[src/rtl/sfw_pkg.sv]
package sfw_pkg;

  typedef enum logic [1:0] {
    PWR_DPD  = 2'b00,
    PWR_WAKE = 2'b01,
    PWR_STBY = 2'b10
  } pwr_e;

  localparam logic [7:0] OP_RELEASE = 8'hAB;
  localparam logic [7:0] OP_SLEEP   = 8'hB9;
  localparam logic [7:0] OP_PAR_ON  = 8'h55;
  localparam logic [7:0] OP_PAR_OFF = 8'h45;

  // Number of rising edges before the response may start.
  function automatic int hdr_len(input int op_bits, input int dummy_bytes);
    return op_bits + dummy_bytes * 8;
  endfunction

  // Bit of the signature selected by a down-counting index.
  function automatic logic sig_bit(input logic [7:0] sig, input logic [2:0] idx);
    return sig[idx];
  endfunction

  // Timer preload giving exactly rel cycles in the wake state.
  function automatic int wake_load(input int rel);
    return (rel > 0) ? rel - 1 : 0;
  endfunction

endpackage

[src/rtl/sfw_spi_rx.sv]
module sfw_spi_rx #(
  parameter int OP_BITS     = 8,
  parameter int DUMMY_BYTES = 3
) (
  input  logic               clk,
  input  logic               rst_n,
  input  logic               sck,
  input  logic               cs_n,
  input  logic               si,
  output logic               sck_fall,
  output logic               cs_rise,
  output logic               op_done,
  output logic               op_valid,
  output logic [OP_BITS-1:0] opcode,
  output logic               hdr_done
);
  localparam int HDR_BITS = sfw_pkg::hdr_len(OP_BITS, DUMMY_BYTES);
  localparam int CW       = $clog2(HDR_BITS + 1);

  logic               sck_q, cs_q;
  logic [OP_BITS-1:0] sh;
  logic [CW-1:0]      bit_cnt;
  logic               sck_rise;

  // Named edge events
  assign sck_rise = !cs_n && sck && !sck_q;
  assign sck_fall = !cs_n && !sck && sck_q;
  assign cs_rise  = cs_n && !cs_q;
  assign hdr_done = (bit_cnt == CW'(HDR_BITS));

  always_ff @(posedge clk or negedge rst_n) begin
    if (!rst_n) begin
      sck_q    <= 1'b0;
      cs_q     <= 1'b1;
      sh       <= '0;
      bit_cnt  <= '0;
      op_valid <= 1'b0;
      op_done  <= 1'b0;
      opcode   <= '0;
    end else begin
      sck_q   <= sck;
      cs_q    <= cs_n;
      op_done <= 1'b0;
      if (cs_n) begin
        bit_cnt  <= '0;
        op_valid <= 1'b0;
        sh       <= '0;
      end else if (sck_rise) begin
        sh <= {sh[OP_BITS-2:0], si};
        if (bit_cnt != CW'(HDR_BITS)) bit_cnt <= bit_cnt + 1'b1;
        if (bit_cnt == CW'(OP_BITS - 1)) begin
          opcode   <= {sh[OP_BITS-2:0], si};
          op_valid <= 1'b1;
          op_done  <= 1'b1;
        end
      end
    end
  end

  AST_OPDONE_AT_BYTE: assert property (@(posedge clk) disable iff (!rst_n)
    op_done |-> (bit_cnt == CW'(OP_BITS)));
  AST_CNT_CLEARED: assert property (@(posedge clk) disable iff (!rst_n)
    cs_n |=> (bit_cnt == '0 && !op_valid));

endmodule

[src/rtl/sfw_pwr_ctrl.sv]
module sfw_pwr_ctrl #(
  parameter int RELEASE_CYC = 64
) (
  input  logic             clk,
  input  logic             rst_n,
  input  logic             cs_rise,
  input  logic             op_done,
  input  logic             op_valid,
  input  logic [7:0]       opcode,
  output sfw_pkg::pwr_e    state,
  output logic             par_mode,
  output logic             rd_allow
);
  import sfw_pkg::*;

  localparam int TW = $clog2(RELEASE_CYC + 1);

  logic [TW-1:0] timer;
  logic ev_par_on, ev_par_off, ev_sleep, ev_release, ev_wake_end;

  assign ev_par_on   = op_done && (opcode == OP_PAR_ON);
  assign ev_par_off  = op_done && (opcode == OP_PAR_OFF);
  assign ev_sleep    = cs_rise && op_valid && (opcode == OP_SLEEP)   && (state == PWR_STBY);
  assign ev_release  = cs_rise && op_valid && (opcode == OP_RELEASE) && (state == PWR_DPD);
  assign ev_wake_end = (state == PWR_WAKE) && (timer == '0);
  assign rd_allow    = (state != PWR_WAKE);

  always_ff @(posedge clk or negedge rst_n) begin
    if (!rst_n) begin
      par_mode <= 1'b0;
    end else if (ev_par_on) begin
      par_mode <= 1'b1;
    end else if (ev_par_off) begin
      par_mode <= 1'b0;
    end
  end

  always_ff @(posedge clk or negedge rst_n) begin
    if (!rst_n) begin
      state <= PWR_STBY;
      timer <= '0;
    end else begin
      unique case (state)
        PWR_STBY: if (ev_sleep) state <= PWR_DPD;
        PWR_DPD: begin
          if (ev_release) begin
            state <= PWR_WAKE;
            timer <= TW'(wake_load(RELEASE_CYC));
          end
        end
        PWR_WAKE: begin
          if (ev_wake_end) state <= PWR_STBY;
          else             timer <= timer - 1'b1;
        end
        default: state <= PWR_STBY;
      endcase
    end
  end

  AST_DPD_NO_SKIP: assert property (@(posedge clk) disable iff (!rst_n)
    (state == PWR_DPD) |=> (state != PWR_STBY));
  AST_WAKE_SOURCE: assert property (@(posedge clk) disable iff (!rst_n)
    (state == PWR_WAKE && $past(state) != PWR_WAKE) |-> ($past(state) == PWR_DPD));
  AST_SLEEP_SOURCE: assert property (@(posedge clk) disable iff (!rst_n)
    (state == PWR_DPD && $past(state) != PWR_DPD) |-> ($past(state) == PWR_STBY));
  AST_PAR_STICKY: assert property (@(posedge clk) disable iff (!rst_n)
    (par_mode != $past(par_mode)) |-> $past(op_done));

endmodule

[src/rtl/sfw_resp_drv.sv]
module sfw_resp_drv #(
  parameter logic [7:0] SIG = 8'h17
) (
  input  logic       clk,
  input  logic       rst_n,
  input  logic       cs_n,
  input  logic       sck_fall,
  input  logic       hdr_done,
  input  logic       op_done,
  input  logic [7:0] opcode,
  input  logic       rd_allow,
  input  logic       par_mode,
  output logic       so_d,
  output logic       so_en,
  output logic [7:0] po_d,
  output logic       po_en
);
  import sfw_pkg::*;

  logic       armed;
  logic [2:0] idx;
  logic       launch;

  // Response launch event: armed read, header done, falling edge
  assign launch = armed && hdr_done && sck_fall;

  always_ff @(posedge clk or negedge rst_n) begin
    if (!rst_n) begin
      armed <= 1'b0;
      idx   <= 3'd7;
      so_d  <= 1'b0;
      so_en <= 1'b0;
      po_d  <= '0;
      po_en <= 1'b0;
    end else if (cs_n) begin
      armed <= 1'b0;
      idx   <= 3'd7;
      so_d  <= 1'b0;
      so_en <= 1'b0;
      po_d  <= '0;
      po_en <= 1'b0;
    end else begin
      if (op_done && (opcode == OP_RELEASE) && rd_allow) armed <= 1'b1;
      if (launch) begin
        if (par_mode) begin
          po_en <= 1'b1;
          po_d  <= SIG;
        end else begin
          so_en <= 1'b1;
          so_d  <= sig_bit(SIG, idx);
          idx   <= idx - 1'b1;
        end
      end
    end
  end

  AST_HDR_QUIET: assert property (@(posedge clk) disable iff (!rst_n)
    !hdr_done |-> !(so_en || po_en));
  AST_ONE_PATH: assert property (@(posedge clk) disable iff (!rst_n)
    !(so_en && po_en));
  AST_CS_QUIET: assert property (@(posedge clk) disable iff (!rst_n)
    cs_n |=> !(so_en || po_en));
  AST_SO_HELD: assert property (@(posedge clk) disable iff (!rst_n)
    (so_en && !cs_n) |=> so_en);
  AST_SO_MODE: assert property (@(posedge clk) disable iff (!rst_n)
    so_en |-> !par_mode);

endmodule

[src/rtl/sflash_wake_resp.sv]
module sflash_wake_resp #(
  parameter int         RELEASE_CYC = 64,
  parameter logic [7:0] SIG         = 8'h17,
  parameter int         DUMMY_BYTES = 3
) (
  input  logic       clk,
  input  logic       rst_n,
  input  logic       sck,
  input  logic       cs_n,
  input  logic       si,
  output logic       so_d,
  output logic       so_en,
  output logic [7:0] po_d,
  output logic       po_en,
  output logic [1:0] pwr_state,
  output logic       par_mode
);
  import sfw_pkg::*;

  localparam int OP_BITS = 8;

  logic               sck_fall, cs_rise, op_done, op_valid, hdr_done, rd_allow;
  logic [OP_BITS-1:0] opcode;
  pwr_e               state;

  sfw_spi_rx #(.OP_BITS(OP_BITS), .DUMMY_BYTES(DUMMY_BYTES)) u_rx (
    .clk(clk), .rst_n(rst_n), .sck(sck), .cs_n(cs_n), .si(si),
    .sck_fall(sck_fall), .cs_rise(cs_rise), .op_done(op_done),
    .op_valid(op_valid), .opcode(opcode), .hdr_done(hdr_done)
  );

  sfw_pwr_ctrl #(.RELEASE_CYC(RELEASE_CYC)) u_pwr (
    .clk(clk), .rst_n(rst_n), .cs_rise(cs_rise), .op_done(op_done),
    .op_valid(op_valid), .opcode(opcode), .state(state),
    .par_mode(par_mode), .rd_allow(rd_allow)
  );

  sfw_resp_drv #(.SIG(SIG)) u_drv (
    .clk(clk), .rst_n(rst_n), .cs_n(cs_n), .sck_fall(sck_fall),
    .hdr_done(hdr_done), .op_done(op_done), .opcode(opcode),
    .rd_allow(rd_allow), .par_mode(par_mode), .so_d(so_d), .so_en(so_en),
    .po_d(po_d), .po_en(po_en)
  );

  assign pwr_state = state;

  AST_RESET_STATE: assert property (@(posedge clk)
    !rst_n |=> (pwr_state == 2'b10 || !rst_n));

endmodule

[config.mk]
export PLATFORM = sky130hd
export DESIGN_NAME = sflash_wake_resp
export DESIGN_NICKNAME = d
export VERILOG_FILES = /design/src/rtl/sfw_pkg.sv /design/src/rtl/sfw_spi_rx.sv /design/src/rtl/sfw_pwr_ctrl.sv /design/src/rtl/sfw_resp_drv.sv /design/src/rtl/sflash_wake_resp.sv
export SDC_FILE = /design/constraint.sdc
export NUM_CORES = 1
export LEC_CHECK = 0
export ABC_AREA = 0
export CORE_ASPECT_RATIO = 2
export CORE_MARGIN = 8
export CORE_UTILIZATION = 62
export DETAILED_ROUTE_END_ITERATION = 7
export DONT_BUFFER_PORTS = 1
export PLACE_DENSITY = 0.83
export REMOVE_ABC_BUFFERS = 1
export SLEW_MARGIN = 20
export SYNTH_ARGS = -nofsm -noshare
export SYNTH_HDL_FRONTEND = slang
export SYNTH_SLANG_ARGS = --single-unit
[constraint.sdc]
create_clock -name clk -period 2.35 [get_ports clk]
set_clock_uncertainty 0.2 [all_clocks]
set_input_delay 0.235 -clock clk [delete_from_list [all_inputs] [get_ports clk]]
set_output_delay 0.235 -clock clk [all_outputs]
set_load 0.01 [all_outputs]
==> results of run 1 <==
==> flip-flops by register name, indices dropped and copies added (netlist names) <==
name / flops
u_drv.po_d: 1
u_pwr.par_mode: 1
u_rx.op_valid: 1
u_drv.idx: 3
u_rx.cs_q: 1
u_drv.so_d: 1
u_pwr.state: 2
u_pwr.timer: 7
u_rx.sh: 7
u_rx.bit_cnt: 6
u_rx.opcode: 8
u_rx.sck_q: 1
u_drv.armed: 1
u_rx.op_done: 1
u_drv.so_en: 1
==> cell families (layout without fill, tap and decap cells) <==
logic type / count (synthesis) / in the layout
AO/OA/AOI/OAI: 33 / 33
XOR/XNOR: 6 / 6
adder cells (fa/ha/maj): 7 / 7
buffers and inverters: 28 / 40
flip-flops: 42 / 42
multiplexers: 12 / 12
other: 1 / 4
AND/OR/NAND/NOR: 62 / 62
==> worst max-delay path, cell delays in order, from the launching register on <==
cell	delay, ns
dfrtp_1	0.40
nand2b_1	0.29
or3_1	0.42
xor2_1	0.14
nor2_1	0.06
dlygate4sd3_1	0.56
==> metrics by stage <==
step                instance area (sq um)  hold slack (ns)  std cells  setup WS (ns)
CTS                                  2250            0.145        237         0.0444
global placement                     1980           -0.259        214          0.409
floorplan                            1930           -0.261        181          0.444
global route                         2260            0.165        237         0.0470
finish                               2260            0.158        237          0.164
detailed placement                   1980           -0.259        214          0.331
==> synthesized netlist by cell type (4+ instances only) <==
library cell	n	area (sq um)
a21oi_1	13	65.1
a31oi_1	4	25.0
buf_4	8	60.1
dfrtp_1	37	926
dfstp_2	5	131
ha_1	7	87.6
inv_1	15	56.3
mux2_2	9	101
nand2_1	22	82.6
nand4_1	4	25.0
nor2_1	14	52.6
nor3_1	4	20.0
o21ai_0	4	20.0
xnor2_1	4	35.0
==> how the worst min path moves through the flow <==
stage / from / end / cells after the start
6_report: sck / u_drv.so_en$_DFFE_PN0P_ / 4
3_3_place_gp: rst_n / u_pwr.timer[2]$_DFFE_PN0P_ / 0
2_1_floorplan: rst_n / u_drv.armed$_DFFE_PN0P_ / 0
3_5_place_dp: rst_n / u_pwr.timer[5]$_DFFE_PN0P_ / 0
4_1_cts: sck / u_drv.so_en$_DFFE_PN0P_ / 4
5_1_grt: sck / u_drv.so_en$_DFFE_PN0P_ / 4
==> placed cells by master (no fill, tap or decap), types with 2 or more instances in the layout <==
master / Yosys / routed
mux2i_1: 3 / 3
nand4_1: 4 / 4
dfrtp_1: 37 / 37
nor4_1: 3 / 3
ha_1: 7 / 7
nor3_1: 4 / 4
a21oi_1: 13 / 13
o31ai_1: 2 / 2
buf_4: 8 / 2
clkbuf_8: 0 / 5
o21ai_0: 4 / 4
a41oi_1: 2 / 2
dfstp_2: 5 / 5
dlygate4sd3_1: 0 / 14
nand2_1: 22 / 22
conb_1: 1 / 4
a31oi_1: 4 / 4
mux2_2: 9 / 9
xnor2_1: 4 / 4
xor2_1: 2 / 2
nor2b_1: 2 / 2
inv_1: 15 / 15
nor2_1: 14 / 14
nand2b_1: 3 / 3
nand4b_1: 2 / 2
==> report_power, final <==
part	switching, uW	internal (uW)
combinational	36.3	21.6
sequential	4.49	728
clock	240	317
total	281	1070
==> cell type report <==
cell class                      count  area [sq um]
Clock buffer                        6          72.6
Clock inverter                      2          37.5
Fill cell                         226           860
Inverter                           15          56.3
Multi-Input combinational cell    124           823
Sequential cell                    42          1060
Tap cell                           31          38.8
Timing Repair Buffer               17           175
==> what timing repair did <==
item	CTS	global route
setup endpoints to repair	0	3
hold buffers	15	0
resized for setup	0	1
hold endpoints to repair	65	0
==> layer usage <==
metal	track usage (%)	vias up
met4	8.06	0
li1	-	674
met3	4.23	6
met1	14.6	708
met2	32.1	28
met5	0	-
==> metrics.yaml, run 1 <==
run_status: "completed"
highest_layer: "met4"
fp.dieH_microns: 96.3
hold_viol: 0
wl_per_cell_microns: 17.1
synth_xor_area_share_pct: 2.63
hold_class: "primary input to register"
dpl.hpwl_microns: 2830
drt_first_pass_iters: 4
dieArea_sq_um: 5410
postCtsSetupRepairBufs: 0
maxCapViolCount: 0
avgSynthCellArea_sq_um: 10.5
start_util_pct: 64.1
power_density_nw_per_um2: 596
drive_gt1_share_pct: 15.0
yosys_warnings: 0
crit_arrival_ns: 2.16
fin_crit_ns: 2.19
synth_compound_area_share_pct: 10.4
ys_async_sr_fraction_pct: 100
cp_max_fo: 9
routed_wl_microns: 4050
cts-root-buf: "clkbuf_8"
synth_cells: 191
numClockSinks: 42
synth-seq-area-share_pct: 52.8
track_usage_pct: 16.3
worstPathRequired_ns: 2.33
syn_area_sq_um: 2000
yosys.cell_types.count: 42
path_class: "register to register"
numPortBuffers: 0
endpoint: "u_rx.bit_cnt[3]$_DFFE_PN0P_"
cp-end-kind: "register"
syn_to_final_growth_pct: 13.0
nets: 217
h-tree-depth: 2
route.met3.wl_microns: 155
num_rows: 29
start_kind: "register"
muxShareOfSynthArea_pct: 6.57
vias: 1416
r2r_end: "u_rx.bit_cnt[3]$_DFFE_PN0P_"
gp_congestion: 0.801
setup_viol: 0
vias_per_cell: 5.97
rsz0062_at_grt: "no"
drt_iter0_drc: 42
leakagePower_uw: 0.00107
synth_top_family_by_area: "simple AND/OR/NAND/NOR gates"
finalCritPeriodShare_pct: 93.0
grt_max_degree: 43
gr-total-overflow: 0
synth-seq-cells: 42
grt_pass1_wl_microns: 6890
setup_tns_ns: 0
synthFlopType: "dfrtp_1"
slew_viol_final: 0
yosys.area_share.adder_pct: 4.38
die_w_microns: 56.2
yosys.area_share.simple_pct: 16.1
vdd_drop_max_uv: 941
grt_pass1_vias: 1502
fin_util_pct: 72.5
antenna_found_initial: 0
clock_latency_ns: 0.30
clock.fmax_ghz: 0.457
ant_nets: 0
clk_path_buf_depth: 2
core_area_sq_um: 3120
numCtsBuffers: 5
cts_tree: "built"
drc: 0
rr_worst_depth: 5
setup.worst_path.start: "u_rx.sck_q$_DFF_PN0_"
met1_length_microns: 1390
totalPowerFinal_uw: 1350
regToRegStartpoint: "u_rx.sck_q$_DFF_PN0_"
synth_edf_count: 0
diodes: 0
r2r_setup_slack_ns: 0.16
ios: 19
routed-wl-met2_microns: 2420
path_clk_slew_ns: 0.07
(Power assumes the default switching activity.)
==> run 2, diff against run 1 <==
Settings changed: ABC_AREA 0 to 1.
Clock period 2.35 ns to 2.5 ns, I/O delays scaled along.
==> run 2 against run 1 <==
  * Synthesized cell count increased by 40%
  * Final cell count is 36% higher
  * Routed wire length grew 1.9%
  * Global-route usage down 0.56 points
  * Clock power shrank 20%
  * Critical endpoint is now u_rx.bit_cnt[2]$_DFFE_PN0P_
  * Largest cell class unchanged
  * Largest power group unchanged
==> metrics.yaml, run 2 <==
vdd_drop_max_uv: 384
min_from: "cs_n"
cpPeakStageDelay_ns: 0.43
yosysTopAreaCell: "dfrtp_1"
cts_tree: "built"
dieArea_sq_um: 5860
start_kind: "register"
ys_async_sr_fraction_pct: 100
h-tree-depth: 2
cp-end-kind: "register"
drt_iter0_drc: 53
antenna_found_initial: 0
syn_to_final_growth_pct: 6.66
place_inst: 310
synth_edf_count: 0
largest_register: "u_rx.opcode"
nFillCells: 295
rr_worst_depth: 8
gp_congestion: 0.882
ant_nets: 0
worstPathRequired_ns: 2.47
path_class: "register to register"
ios: 19
path_clk_slew_ns: 0.08
synth-seq-cells: 42
holdBufCountCts: 5
routed_wl_microns: 4130
avgSynthCellArea_sq_um: 8.28
post-place-ws_ns: 0.772
grt_max_degree: 43
synthFlopType: "dfrtp_1"
setup_tns_ns: 0
drt_first_pass_iters: 4
run_status: "completed"
dpl.hpwl_microns: 2840
leakagePower_uw: 0.00120
vias: 1673
min_to: "u_pwr.state[1]$_DFFE_PN1P_"
whs_path_depth: 5
clock.fmax_ghz: 0.569
maxCapViolCount: 0
yosys.cell_types.count: 28
postCtsSetupRepairBufs: 0
hold_viol: 0
setup_viol: 0
layout_commonest_cell: "nand2_1"
rsz0062_at_grt: "no"
cp_cell_sequence: "inv_1 > ha_1 > nand3_1 > nor2_1 > nor2_1 > nor2_2 > nand2_1 > o21ai_0"
instances_no_fill: 323
yosysMostFrequentCell: "nand2_1"
largest_reg_flops: 8
start_util_pct: 62.9
r2r_setup_slack_ns: 0.74
clk_path_buf_depth: 2
crit_top_cell: "nor2_1"
grt_pass1_vias: 1702
grt_pass1_wl_microns: 7270
vias_per_cell: 5.18
track_usage_pct: 15.7
register_area_sq_um: 1060
power_density_nw_per_um2: 509
num_rows: 31
numCtsBuffers: 5
drive_gt1_share_pct: 12.4
regToRegStartpoint: "u_rx.bit_cnt[0]$_DFFE_PN0P_"
cp_max_fo: 7
crit_arrival_ns: 1.73
drc: 0
numPortBuffers: 0
wl_per_cell_microns: 12.8
reg.largest.list: "u_rx.opcode x8, u_pwr.timer x7, u_rx.sh x7"
hold_slack_ns: 0.0706
finalCritPeriodShare_pct: 70.3
gr-total-overflow: 0
die_w_microns: 58.3
cts-root-buf: "clkbuf_8"
synth_cells: 268
fin_crit_ns: 1.76
clock_latency_ns: 0.29
cts_resized: 0
diodes: 0
syn_area_sq_um: 2220
synth_area_leaders: "dfrtp_1, nand2_1, inv_1"
synth-seq-area-share_pct: 47.7
fin_ws_ns: 0.744
numClockSinks: 42
yosysTopAreaCellShare_pct: 41.7
layout_common_cells: "nand2_1, inv_1, dfrtp_1"
slowest_stage: "dfrtp_1"
hold_class: "primary input to register"
multi_input_area_sq_um: 938
r2r_end: "u_rx.bit_cnt[2]$_DFFE_PN0P_"
synthTopCellsByCount: "nand2_1, inv_1, dfrtp_1"
nets: 285
fp.dieH_microns: 101
yosys_warnings: 0
slew_viol_final: 0
core_area_sq_um: 3530
-- run 2: cell count changes in the layout (fill, tap and decap cells not counted), sizes merged, moves of 4 or more --
cell / previous run / this run
a21oi: 13 / 4
a31oi: 4 / 0
dlygate4sd3: 14 / 4
inv: 15 / 42
mux2: 9 / 0
nand2: 22 / 72
nand3: 0 / 29
nor2: 15 / 23
o21ai: 5 / 17
o22ai: 0 / 7
xnor2: 4 / 0
-- run 2: metrics by stage --
stage | utilization, % | instance area, sq um | total power, uW
2_1_floorplan | - | 2150 | 740
3_3_place_gp | 62.7 | 2210 | 745
3_5_place_dp | 62.7 | 2210 | 748
4_1_cts | 67.0 | 2370 | 1220
5_1_grt | 67.0 | 2370 | 1250
6_report | 67.0 | 2370 | 1210
-- run 2: area by class of cell --
type                       count  share of cell area (%)
clock buffer                   7                    3.65
clock inverter                 1                   0.212
inverter                      42                    6.66
multi-input combinational    177                    39.7
sequential                    42                    44.7
tap                           49                    2.59
timing repair buffer           5                    2.54
-- run 2: worst max-delay path, delay by kind of cell, from the launching register on --
family / cells / cell delay, ns
AND/OR/NAND/NOR: 5 / 0.60
flip-flops: 1 / 0.43
adder cells (fa/ha/maj): 1 / 0.22
buffers and inverters: 1 / 0.10
AO/OA/AOI/OAI: 1 / 0.08
-- run 2: routing by layer --
| layer | track usage [%] | part of all wire, % |
|---|---|---|
| met3 | 3.58 | 3.6 |
| met2 | 25.8 | 51 |
| met1 | 17.6 | 43 |
| met5 | 0 | 0 |
| met4 | 9.51 | 2.3 |
-- run 2: how the worst max path moves through the flow --
stage                                              to  depth (start not counted)                   startpoint
after floorplan            u_rx.opcode[0]$_DFFE_PN0P_                          6  u_rx.bit_cnt[0]$_DFFE_PN0P_
after global placement     u_rx.opcode[6]$_DFFE_PN0P_                          6  u_rx.bit_cnt[0]$_DFFE_PN0P_
after detailed placement  u_rx.bit_cnt[2]$_DFFE_PN0P_                          8  u_rx.bit_cnt[0]$_DFFE_PN0P_
after CTS                 u_rx.bit_cnt[2]$_DFFE_PN0P_                          8  u_rx.bit_cnt[0]$_DFFE_PN0P_
after global routing      u_rx.bit_cnt[2]$_DFFE_PN0P_                          8  u_rx.bit_cnt[0]$_DFFE_PN0P_
final                     u_rx.bit_cnt[2]$_DFFE_PN0P_                          8  u_rx.bit_cnt[0]$_DFFE_PN0P_
-- run 2: cell families (layout without fill, tap and decap cells) --
family	Yosys count	after routing	share of synthesized area (%)
buffers and inverters	52	55	10.5
adders and majority gates	7	7	3.95
AOI/OAI and AO/OA	28	28	8.57
DFF	42	42	47.7
other	1	4	0.169
xor gates and xnor gates	1	1	0.395
and+or+nand+nor	137	137	28.7
-- run 2: power breakdown --
part	switching [uW]	total [uW]	internal, uW	leakage, uW
sequential	7.48	698	691	0.000566
clock	224	447	223	0.0000482
combinational	41.8	59.9	18.0	0.000582
==> run 3, diff against run 2 <==
Clock period 2.5 ns to 1.8 ns, I/O delays scaled along.
==> run 3 against run 2 <==
  * Register-to-register slack worse by 0.62 ns
  * Largest cell class unchanged
  * Combinational power is 54% higher
  * Final area is 3.1% higher
  * Sequential cell count stayed put
  * Core utilization is 2.1 points higher
  * Via count is 1.4% higher
  * Critical endpoint is now u_pwr.timer[1]$_DFFE_PN0P_
  * Sequential power is 39% higher
  * Worst hold slack worse by 0.030 ns
  * Global-route usage is 0.060 points higher
==> metrics.yaml, run 3 (same netlist as run 2, synthesis figures left out) <==
run_status: "completed"
diodes: 0
power_density_nw_per_um2: 743
numCtsBuffers: 5
rsz0062_at_grt: "yes"
reg.largest.list: "u_rx.opcode x8, u_pwr.timer x7, u_rx.sh x7"
grt_pass1_wl_microns: 7180
p_comb_share_pct: 5.1
nets: 288
hold_viol: 0
cp_max_fo: 8
drt_first_pass_iters: 4
h-tree-depth: 2
hold_class: "primary input to register"
register_area_sq_um: 1060
switching_share_pct: 22.7
core_area_sq_um: 3530
vias: 1696
routed_wl_microns: 4270
p_seq_share_pct: 53.5
crit_arrival_ns: 1.72
gr-total-overflow: 0
nFillCells: 279
syn_to_final_growth_pct: 9.98
numClockSinks: 42
die_w_microns: 58.3
layout_commonest_cell: "nand2_1"
hold_slack_ns: 0.0405
cpPeakStageDelay_ns: 0.79
drc: 0
final_area_sq_um: 2440
cp_cell_sequence: "dlygate4sd3_1 > nand2_2 > nor2_4 > nand4_4 > nand2_4 > nand2_1 > nand2_1"
vdd_drop_max_uv: 868
drt_iter0_drc: 57
dieArea_sq_um: 5860
clock.fmax_ghz: 0.595
cts_tree: "built"
p_clk_share_pct: 41.5
grt_pass1_vias: 1610
p_sw_uw: 411
wl_per_cell_microns: 13.1
slowest_stage: "dlygate4sd3_1"
track_usage_pct: 15.8
layout_common_cells: "nand2_1, inv_1, dfrtp_1"
leakagePower_uw: 0.00122
start_kind: "primary input"
grt_max_degree: 43
place_inst: 311
drive_gt1_share_pct: 15.9
path_class: "primary input to register"
cp-end-kind: "register"
finalCritPeriodShare_pct: 93.4
intPower_uw: 1400
ios: 19
instances_no_fill: 326
clk_path_buf_depth: 2
multi_input_area_sq_um: 966
clock_latency_ns: 0.30
setup_tns_ns: 0
path_clk_slew_ns: 0.09
worstPathRequired_ns: 1.84
dpl.hpwl_microns: 2820
largest_reg_flops: 8
slew_viol_final: 0
num_rows: 31
antenna_found_initial: 0
crit_top_cell: "nand2_1"
fp.dieH_microns: 101
placed_area_sq_um: 2220
setup_viol: 0
cts-root-buf: "clkbuf_8"
vias_per_cell: 5.20
start_util_pct: 62.9
maxCapViolCount: 0
numPortBuffers: 0
fin_crit_ns: 1.68
largest_register: "u_rx.opcode"
ant_nets: 0
gp_congestion: 0.881
[run 3: changes by cell type in the layout (fill, tap and decap cells not counted), sizes merged]
cell | previous run | this run
buf | 1 | 4
bufinv | 0 | 1
clkbuf | 7 | 5
clkinv | 1 | 0
clkinvlp | 0 | 2
[run 3: what timing repair did]
item | 4_1_cts | 5_1_grt
hold buffers | 5 | 0
resized for setup | 0 | 9
endpoints found under the setup margin | 0 | 17
buffers inserted | 0 | 2
endpoints found under the hold margin | 57 | 0
[run 3: metal layers]
layer	track usage, %	vias up	share of wire (%)
li1	-	858	-
met1	18.5	792	42
met2	25.6	36	51
met3	4.35	10	4.9
met4	7.41	0	2.2
met5	0	-	0
[run 3: area by class of cell]
type,instances,area share (%)
timing repair buffer,8,3.38
clock inverter,3,1.85
clock buffer,5,2.82
sequential,42,43.4
tap,49,2.51
multi-input combinational,177,39.6
inverter,42,6.46
[run 3: power by group through the flow]
stage	combinational, uW	sequential, uW	clock, uW
after CTS	85.1	970	773
after global routing	107	972	801
after floorplan	41.7	986	0
after global placement	48.2	987	0
final	92.2	970	752
after detailed placement	49.7	988	0
[run 3: through the flow]
| step | util (%) | power, uW | worst slack [ns] |
|---|---|---|---|
| final | 69.1 | 1810 | 0.119 |
| after floorplan | - | 1030 | 0.271 |
| after detailed placement | 63.0 | 1040 | 0.0750 |
| after global placement | 63.0 | 1040 | 0.153 |
| after CTS | 67.9 | 1830 | 0.0237 |
| after global routing | 69.1 | 1880 | -0.0132 |
[run 3: path summary, 6_finish.rpt]
kind | startpoint | to | slack (ns) | cells past startpoint
max | cs_n | u_pwr.timer[1]$_DFFE_PN0P_ | 0.12 | 7
min | cs_n | u_drv.idx[0]$_DFFE_PN1P_ | 0.04 | 2
max reg2reg | u_pwr.timer[0]$_DFFE_PN0P_ | u_pwr.timer[1]$_DFFE_PN0P_ | 0.12 | 7
min reg2reg | u_drv.idx[1]$_DFFE_PN1P_ | u_drv.idx[1]$_DFFE_PN1P_ | 0.30 | 2
max in group asynchronous | rst_n | u_drv.idx[2]$_DFFE_PN1P_ | 1.00 | 2
min in group asynchronous | rst_n | u_pwr.par_mode$_DFFE_PN0P_ | 0.14 | 2
[run 3: critical path: cells and delay by family]
| family | cells | cell delay (ns) |
|---|---|---|
| buffers and inverters | 1 | 0.79 |
| and+or+nand+nor | 6 | 0.75 |
